--- src/rtl/copy_engine_pkg.sv ---
package copy_engine_pkg;

  localparam int REG_ADR_W = 5;

  localparam logic [REG_ADR_W-1:0] OFS_SRC  = 5'h00;
  localparam logic [REG_ADR_W-1:0] OFS_DST  = 5'h04;
  localparam logic [REG_ADR_W-1:0] OFS_LEN  = 5'h08;
  localparam logic [REG_ADR_W-1:0] OFS_CTRL = 5'h0C;
  localparam logic [REG_ADR_W-1:0] OFS_STAT = 5'h10;

  typedef enum logic [2:0] {
    ST_IDLE,
    ST_READ,
    ST_WRITE,
    ST_RDWAIT,
    ST_WRWAIT
  } engState_t;

  typedef struct packed {
    logic latchData;
    logic advance;
    logic setDone;
    logic setErr;
  } engStrobe_t;

endpackage

--- src/rtl/copy_engine_ctrl.sv ---
module copy_engine_ctrl
  import copy_engine_pkg::*;
#(
  parameter int RETRY_WAIT = 16
) (
  input  logic       clk,
  input  logic       rstN,
  input  logic       startReq,
  input  logic       lenZero,
  input  logic       lenOne,
  input  logic       rdAck,
  input  logic       rdErr,
  input  logic       rdRty,
  input  logic       wrAck,
  input  logic       wrErr,
  input  logic       wrRty,
  output logic       rdCyc,
  output logic       wrCyc,
  output logic       busy,
  output engStrobe_t stb
);

  localparam int TMR_W = $clog2(RETRY_WAIT + 1);

  engState_t  state, nextState;
  logic [TMR_W-1:0] waitCnt;
  logic       loadWait;

  assign rdCyc = (state == ST_READ);
  assign wrCyc = (state == ST_WRITE);
  assign busy  = (state != ST_IDLE);

  always_comb begin
    nextState = state;
    stb       = '0;
    loadWait  = 1'b0;
    unique case (state)
      ST_IDLE: begin
        if (startReq) begin
          if (lenZero) stb.setDone = 1'b1;
          else         nextState   = ST_READ;
        end
      end
      ST_READ: begin
        if (rdAck) begin
          stb.latchData = 1'b1;
          nextState     = ST_WRITE;
        end else if (rdErr) begin
          stb.setErr = 1'b1;
          nextState  = ST_IDLE;
        end else if (rdRty) begin
          loadWait  = 1'b1;
          nextState = ST_RDWAIT;
        end
      end
      ST_WRITE: begin
        if (wrAck) begin
          stb.advance = 1'b1;
          if (lenOne) begin
            stb.setDone = 1'b1;
            nextState   = ST_IDLE;
          end else begin
            nextState = ST_READ;
          end
        end else if (wrErr) begin
          stb.setErr = 1'b1;
          nextState  = ST_IDLE;
        end else if (wrRty) begin
          loadWait  = 1'b1;
          nextState = ST_WRWAIT;
        end
      end
      ST_RDWAIT: if (waitCnt == TMR_W'(1)) nextState = ST_READ;
      ST_WRWAIT: if (waitCnt == TMR_W'(1)) nextState = ST_WRITE;
      default:   nextState = ST_IDLE;
    endcase
  end

  always_ff @(posedge clk) begin
    if (!rstN) begin
      state   <= ST_IDLE;
      waitCnt <= '0;
    end else begin
      state <= nextState;
      if (loadWait)            waitCnt <= TMR_W'(RETRY_WAIT);
      else if (waitCnt != '0)  waitCnt <= waitCnt - 1'b1;
    end
  end

  AST_ERR_STOP: assert property (@(posedge clk) disable iff (!rstN)
    ((rdCyc && rdErr && !rdAck) || (wrCyc && wrErr && !wrAck)) |=> (!busy && !rdCyc && !wrCyc));

  AST_RETRY_QUIET: assert property (@(posedge clk) disable iff (!rstN)
    ((rdCyc && rdRty && !rdAck && !rdErr) || (wrCyc && wrRty && !wrAck && !wrErr)) |=> (!rdCyc && !wrCyc));

endmodule

--- src/rtl/copy_engine_datapath.sv ---
module copy_engine_datapath
  import copy_engine_pkg::*;
#(
  parameter int ADDR_W = 32,
  parameter int DATA_W = 32,
  parameter int LEN_W  = 16,
  parameter int CTRL_W = 32
) (
  input  logic                 clk,
  input  logic                 rstN,
  input  logic                 sCyc,
  input  logic                 sStb,
  input  logic                 sWe,
  input  logic [REG_ADR_W-1:0] sAdr,
  input  logic [CTRL_W-1:0]    sDatI,
  output logic [CTRL_W-1:0]    sDatO,
  output logic                 sAck,
  input  logic                 busy,
  input  engStrobe_t           stb,
  input  logic                 rdCyc,
  input  logic                 rdAck,
  input  logic                 rdErr,
  input  logic                 rdRty,
  input  logic                 wrCyc,
  input  logic                 wrAck,
  input  logic [DATA_W-1:0]    rdDatI,
  output logic [ADDR_W-1:0]    rdAdr,
  output logic [ADDR_W-1:0]    wrAdr,
  output logic [DATA_W-1:0]    wrDatO,
  output logic                 startReq,
  output logic                 lenZero,
  output logic                 lenOne,
  output logic                 irq
);

  localparam int STEP = DATA_W / 8;

  logic [ADDR_W-1:0] srcAdr, dstAdr;
  logic [LEN_W-1:0]  lenReg;
  logic [DATA_W-1:0] dataReg;
  logic              intEn, doneFlag, errFlag;
  logic              sWrite, cfgWrite;

  assign sWrite   = sCyc && sStb && sWe && !sAck;
  assign cfgWrite = sWrite && !busy;
  assign startReq = cfgWrite && (sAdr == OFS_CTRL) && sDatI[0];
  assign lenZero  = (lenReg == '0);
  assign lenOne   = (lenReg == LEN_W'(1));
  assign rdAdr    = srcAdr;
  assign wrAdr    = dstAdr;
  assign wrDatO   = dataReg;
  assign irq      = intEn && (doneFlag || errFlag);

  always_ff @(posedge clk) begin
    if (!rstN) begin
      srcAdr  <= '0;
      dstAdr  <= '0;
      lenReg  <= '0;
      dataReg <= '0;
    end else begin
      if (stb.advance) begin
        srcAdr <= srcAdr + ADDR_W'(STEP);
        dstAdr <= dstAdr + ADDR_W'(STEP);
        lenReg <= lenReg - 1'b1;
      end else if (cfgWrite) begin
        if (sAdr == OFS_SRC) srcAdr <= ADDR_W'(sDatI);
        if (sAdr == OFS_DST) dstAdr <= ADDR_W'(sDatI);
        if (sAdr == OFS_LEN) lenReg <= LEN_W'(sDatI);
      end
      if (stb.latchData) dataReg <= rdDatI;
    end
  end

  always_ff @(posedge clk) begin
    if (!rstN) begin
      intEn    <= 1'b0;
      doneFlag <= 1'b0;
      errFlag  <= 1'b0;
    end else begin
      if (sWrite && sAdr == OFS_CTRL) intEn <= sDatI[1];
      if (stb.setDone)                                   doneFlag <= 1'b1;
      else if (sWrite && sAdr == OFS_STAT && sDatI[1])   doneFlag <= 1'b0;
      if (stb.setErr)                                    errFlag  <= 1'b1;
      else if (sWrite && sAdr == OFS_STAT && sDatI[2])   errFlag  <= 1'b0;
    end
  end

  always_ff @(posedge clk) begin
    if (!rstN) begin
      sAck  <= 1'b0;
      sDatO <= '0;
    end else begin
      sAck <= sCyc && sStb && !sAck;
      if (sCyc && sStb && !sAck) begin
        unique case (sAdr)
          OFS_SRC:  sDatO <= CTRL_W'(srcAdr);
          OFS_DST:  sDatO <= CTRL_W'(dstAdr);
          OFS_LEN:  sDatO <= CTRL_W'(lenReg);
          OFS_CTRL: sDatO <= CTRL_W'({intEn, 1'b0});
          OFS_STAT: sDatO <= CTRL_W'({errFlag, doneFlag, busy});
          default:  sDatO <= '0;
        endcase
      end
    end
  end

  AST_LEN_STEP: assert property (@(posedge clk) disable iff (!rstN)
    (wrCyc && wrAck) |=> (lenReg == $past(lenReg) - 1'b1));

  AST_RD_ADR_HOLD: assert property (@(posedge clk) disable iff (!rstN)
    (rdCyc && rdRty && !rdAck && !rdErr) |=> $stable(rdAdr));

  AST_WR_DATA_HOLD: assert property (@(posedge clk) disable iff (!rstN)
    (wrCyc && !wrAck) |=> $stable(wrDatO));

  AST_ERR_FLAG: assert property (@(posedge clk) disable iff (!rstN)
    (rdCyc && rdErr && !rdAck) |=> errFlag);

  AST_BUSY_CFG_HOLD: assert property (@(posedge clk) disable iff (!rstN)
    (busy && sWrite && sAdr == OFS_DST && !(wrCyc && wrAck)) |=> $stable(dstAdr));

endmodule

--- src/rtl/wb_copy_engine.sv ---
module wb_copy_engine
  import copy_engine_pkg::*;
#(
  parameter int ADDR_W     = 32,
  parameter int DATA_W     = 32,
  parameter int LEN_W      = 16,
  parameter int CTRL_W     = 32,
  parameter int RETRY_WAIT = 16
) (
  input  logic                 clk,
  input  logic                 rstN,
  input  logic                 sCyc,
  input  logic                 sStb,
  input  logic                 sWe,
  input  logic [REG_ADR_W-1:0] sAdr,
  input  logic [CTRL_W-1:0]    sDatI,
  output logic [CTRL_W-1:0]    sDatO,
  output logic                 sAck,
  output logic                 rdCyc,
  output logic                 rdStb,
  output logic [ADDR_W-1:0]    rdAdr,
  input  logic [DATA_W-1:0]    rdDatI,
  input  logic                 rdAck,
  input  logic                 rdErr,
  input  logic                 rdRty,
  output logic                 wrCyc,
  output logic                 wrStb,
  output logic                 wrWe,
  output logic [ADDR_W-1:0]    wrAdr,
  output logic [DATA_W-1:0]    wrDatO,
  input  logic                 wrAck,
  input  logic                 wrErr,
  input  logic                 wrRty,
  output logic                 irq
);

  engStrobe_t stb;
  logic busy, startReq, lenZero, lenOne;

  assign rdStb = rdCyc;
  assign wrStb = wrCyc;
  assign wrWe  = 1'b1;

  copy_engine_ctrl #(.RETRY_WAIT(RETRY_WAIT)) u_ctrl (
    .clk(clk), .rstN(rstN), .startReq(startReq), .lenZero(lenZero), .lenOne(lenOne),
    .rdAck(rdAck), .rdErr(rdErr), .rdRty(rdRty),
    .wrAck(wrAck), .wrErr(wrErr), .wrRty(wrRty),
    .rdCyc(rdCyc), .wrCyc(wrCyc), .busy(busy), .stb(stb)
  );

  copy_engine_datapath #(
    .ADDR_W(ADDR_W), .DATA_W(DATA_W), .LEN_W(LEN_W), .CTRL_W(CTRL_W)
  ) u_dp (
    .clk(clk), .rstN(rstN),
    .sCyc(sCyc), .sStb(sStb), .sWe(sWe), .sAdr(sAdr), .sDatI(sDatI),
    .sDatO(sDatO), .sAck(sAck),
    .busy(busy), .stb(stb),
    .rdCyc(rdCyc), .rdAck(rdAck), .rdErr(rdErr), .rdRty(rdRty),
    .wrCyc(wrCyc), .wrAck(wrAck),
    .rdDatI(rdDatI), .rdAdr(rdAdr), .wrAdr(wrAdr), .wrDatO(wrDatO),
    .startReq(startReq), .lenZero(lenZero), .lenOne(lenOne), .irq(irq)
  );

endmodule

--- config.mk ---
export PLATFORM = sky130hd
export DESIGN_NAME = wb_copy_engine
export DESIGN_NICKNAME = d
export VERILOG_FILES = /design/src/rtl/copy_engine_pkg.sv /design/src/rtl/copy_engine_ctrl.sv /design/src/rtl/copy_engine_datapath.sv /design/src/rtl/wb_copy_engine.sv
export SDC_FILE = /design/constraint.sdc
export NUM_CORES = 1
export LEC_CHECK = 0
export BUFFER_PORTS_ARGS = -buffer_cell sky130_fd_sc_hd__buf_2
export CORE_UTILIZATION = 57
export DETAILED_ROUTE_END_ITERATION = 6
export PLACE_DENSITY = 0.82
export SLEW_MARGIN = 0
export SYNTH_ARGS = -nofsm -noshare
export SYNTH_HDL_FRONTEND = slang
export SYNTH_HIERARCHICAL = 1
export SYNTH_SLANG_ARGS = --single-unit
--- constraint.sdc ---
create_clock -name clk -period 8.2 [get_ports clk]
set_input_delay 0.41 -clock clk [delete_from_list [all_inputs] [get_ports clk]]
set_output_delay 0.41 -clock clk [all_outputs]
set_load 0.03 [all_outputs]
==> flow_metrics.env <==
export IMPL_power_density_cell_area_nw_per_um2=180
export IMPL_max_clock_path_buffers=2
export IMPL_number_of_synthesized_flops_with_an_enable_pin=0
export IMPL_holdCritPathClass="in -> reg"
export IMPL_worstSetupEndpointType="flop"
export IMPL_rows=42
export IMPL_yosys_cell_types_count=69
export IMPL_route_detailed_wl_per_inst_um=19.2
export IMPL_finish_utilization_pct=72.5
export IMPL_globalRoute_totalOverflow=0
export IMPL_cts_max_level=4
export IMPL_dp_slack_ns=4.75
export IMPL_cts_setup_buffers=0
export IMPL_synth_async_sr_flop_share_pct=0
export IMPL_grt_max_degree=80
export IMPL_final_stage_net_count=1253
export IMPL_floorplan_die_area_um2=14400
export IMPL_crit_family="simple AND/OR/NAND/NOR gates"
export IMPL_crit_path_max_fanout=47
export IMPL_worst_skew_pair_later_pin_latency_ns=0.42
export IMPL_mappedNetlistArea_um2=7910
export IMPL_slew_limit_headroom_pct=20.1
export IMPL_postSynthCellCount=980
export IMPL_route_detailed_drc=0
export IMPL_peakVddDrop_v=0.000134
export IMPL_rsz0062_at_grt="no"
export IMPL_timing_max_transition_violations_final=0
export IMPL_root_buffer="clkbuf_16"
export IMPL_final_period_utilization_pct=43.1
export IMPL_cts_buffers_inserted=17
export IMPL_core_region_area_um2=13400
export IMPL_num_fill_cells=1082
export IMPL_path_buf_inv=1
export IMPL_mappedNetlistNets=1066
export IMPL_drtAntennaViolNets=0
export IMPL_ios=215
export IMPL_share_of_post_route_cells_with_drive_strength_above_1_pct=23.6
export IMPL_cp_max_stage_delay_ns=0.63
export IMPL_cp_data_required_time_ns=8.51
export IMPL_status="complete, no violations"
export IMPL_synth_main_ff_cell="dfxtp_1"
export IMPL_final_hold_violation_count=0
export IMPL_timing_hold_ws_ns=0.221
export IMPL_post_cts_resize_count=0
export IMPL_antenna_found_initial=0
export IMPL_totalWireLength_um=26100
export IMPL_dp_final_hpwl_um=17900
export IMPL_leakage_uw=0.00383
export IMPL_ordered_list_of_cells_on_the_worst_path="nor3b_2, and2_1, buf_4, nand4_1, nor4_1, nand2_1, or4b_2, and3_1"
export IMPL_syn_mean_instance_area_um2=8.07
export IMPL_floorplan_die_height_um=120
export IMPL_io_buffers=213
export IMPL_design_power_total_uw=1750
export IMPL_cts_hold_buffers_added=0
export IMPL_clock_fmax_mhz=283
export IMPL_areaGrowthSynthToFinish_pct=22.8
export IMPL_setup_viol=0
export IMPL_synth_yosys_seq_area_share_pct=39.5
export IMPL_cap_violations=0
export IMPL_final_setup_worst_slack_ns=4.66
export IMPL_detail_route_iter0_violations=1058
export IMPL_globalplace_congestion=1.00
export IMPL_setup_worst_path_class="reg -> reg"
export IMPL_fin_crit_ns=3.54
export IMPL_skew_ns=0.00724
export IMPL_timing_worst_slew_pin_value_ns=1.19
export IMPL_yosys_warnings=6
export IMPL_dieWidth_um=120
export IMPL_number_of_global_route_vias_before_repair=7916
export IMPL_synth_ff_latch_count=156
export IMPL_track_usage_pct=36.4
export IMPL_drt_pre_antenna_iters=6
export IMPL_cts_num_sinks=156
export IMPL_start_kind="flop"
export IMPL_worst_endpoint_arrival_ns=3.85
export IMPL_clk_pin_slew_ns=0.06
export IMPL_insertedDiodeCount=0
export IMPL_cts_tree="built"
export IMPL_cp_slowest_cell="or4b_2"
export IMPL_detailroute_via_count=8728
export IMPL_initial_core_utilization_pct=59.0
export IMPL_global_route_wire_length_before_repair_um=41000
export IMPL_fin_setup_tns_ns=0
export IMPL_route_detailed_vias_per_inst=6.44
==> cells by family after synthesis <==
group / after synthesis / synth area share, %
and+or+nand+nor: 426 / 27.2
AOI/OAI and AO/OA: 268 / 22.5
DFF: 156 / 39.5
buffers and inverters: 75 / 3.76
muxes: 42 / 5.38
adders and majority gates: 6 / 0.949
xor gates and xnor gates: 6 / 0.664
other: 1 / 0.0474
==> synthesized netlist by cell type (5+ instances only) <==
| master | number | share of area [%] |
|---|---|---|
| dfxtp_1 | 156 | 39 |
| nand2_1 | 119 | 5.6 |
| nor2_1 | 88 | 4.2 |
| a21oi_1 | 70 | 4.4 |
| clkbuf_1 | 48 | 2.3 |
| nand3_1 | 48 | 3.0 |
| o21ai_0 | 43 | 2.7 |
| mux2i_1 | 38 | 4.8 |
| a22oi_1 | 35 | 3.3 |
| nand4_1 | 30 | 2.4 |
| nor3_1 | 25 | 1.6 |
| and2_1 | 23 | 1.8 |
| a21o_1 | 18 | 1.7 |
| inv_1 | 17 | 0.81 |
| a211oi_1 | 16 | 1.5 |
| nor4_1 | 15 | 1.2 |
| or3_1 | 15 | 1.2 |
| a31oi_1 | 14 | 1.1 |
| a2bb2oi_1 | 13 | 1.4 |
| and3_1 | 12 | 0.95 |
| o211ai_1 | 11 | 1.0 |
| nand2b_1 | 10 | 0.79 |
| a311oi_1 | 8 | 0.89 |
| o21a_1 | 7 | 0.66 |
| or4_1 | 7 | 0.66 |
| ha_1 | 6 | 0.95 |
| nor2b_1 | 5 | 0.40 |
| o311ai_0 | 5 | 0.55 |
| xnor2_1 | 5 | 0.55 |
==> tightest hold or removal path: stages <==
cell     delay [ns]
buf_2          0.07
mux2i_1        0.05
nor2_1         0.07
==> per-layer routing <==
metal / up-vias / global-route usage, % / share of wire [%]
met5: - / 0 / 0
li1: 4004 / - / -
met1: 4092 / 46.4 / 40
met2: 568 / 59.1 / 47
met4: 0 / 17.0 / 3.2
met3: 64 / 7.27 / 9.8
==> state kept, by name, summed over array words and instances, names as in the netlist <==
name / cells
u_dp/rdAdr: 32
u_dp/sDatO: 32
u_dp/wrAdr: 32
u_dp/wrDatO: 32
u_dp/lenReg: 16
u_ctrl/waitCnt: 5
u_ctrl/state: 3
u_dp/doneFlag: 1
u_dp/errFlag: 1
u_dp/intEn: 1
u_dp/sAck: 1
==> where the power goes <==
| group | internal [uW] | leakage (uW) | switching [uW] |
|---|---|---|---|
| clock network | 542 | 0.000307 | 323 |
| registers | 766 | 0.00126 | 8.54 |
| logic | 44.4 | 0.00227 | 70.0 |
| total | 1350 | 0.00383 | 401 |
==> area by class of cell <==
| type | instances | area [um^2] | area share, % |
|---|---|---|---|
| clock buffers | 18 | 429 | 4.42 |
| clock inverters | 14 | 218 | 2.24 |
| inverters | 18 | 68.8 | 0.708 |
| multi-input cells | 749 | 4500 | 46.3 |
| flip-flops and latches | 156 | 3120 | 32.1 |
| well taps | 176 | 220 | 2.27 |
| repair buffers | 225 | 1160 | 11.9 |
==> per-stage QoR <==
| step | area (um^2) | cells |
|---|---|---|
| 2_1_floorplan | 7910 | 980 |
| 3_3_place_gp | 9070 | 1324 |
| 3_5_place_dp | 9070 | 1324 |
| 4_1_cts | 9720 | 1356 |
| 5_1_grt | 9720 | 1356 |
| 6_report | 9720 | 1356 |
==> path summary, 6_finish.rpt <==
| path | startpoint | endpoint | slack, ns | cells after the start |
|---|---|---|---|---|
| worst max-delay path | u_ctrl/state[1] | u_dp/wrAdr[24] | 4.66 | 8 |
| worst min-delay path | rdDatI[20] | u_dp/wrDatO[20] | 0.22 | 3 |
| worst max register to register | u_ctrl/state[1] | u_dp/wrAdr[24] | 4.66 | 8 |
| worst min register to register | u_dp/sDatO[5] | u_dp/sDatO[5] | 0.45 | 2 |
==> layout by cell type, fill, tap and decap left out, types with 4 or more instances in the layout <==
master and count:
clkbuf_16 17, or3_1 15, buf_4 12, nand2b_1 10, buf_2 213, a211oi_1 16
o311ai_0 5, o211ai_1 11, a21oi_1 70, nand4_1 30, nor4_1 14, a31oi_1 14
mux2_2 4, mux2i_1 38, nor2_1 86, and3_1 12, o21ai_0 43, nor4_2 4
nand3b_1 4, o21a_1 7, and2_1 22, a311oi_1 8, inv_1 17, a2bb2oi_1 13
nor2b_1 5, dfxtp_1 156, a22oi_1 35, or4_1 7, xnor2_1 5, nor3_1 25
a21o_1 18, nand2_1 119, ha_1 6, bufinv_16 5, nand3_1 48
Note: power is estimated with default switching activity, not from simulation.
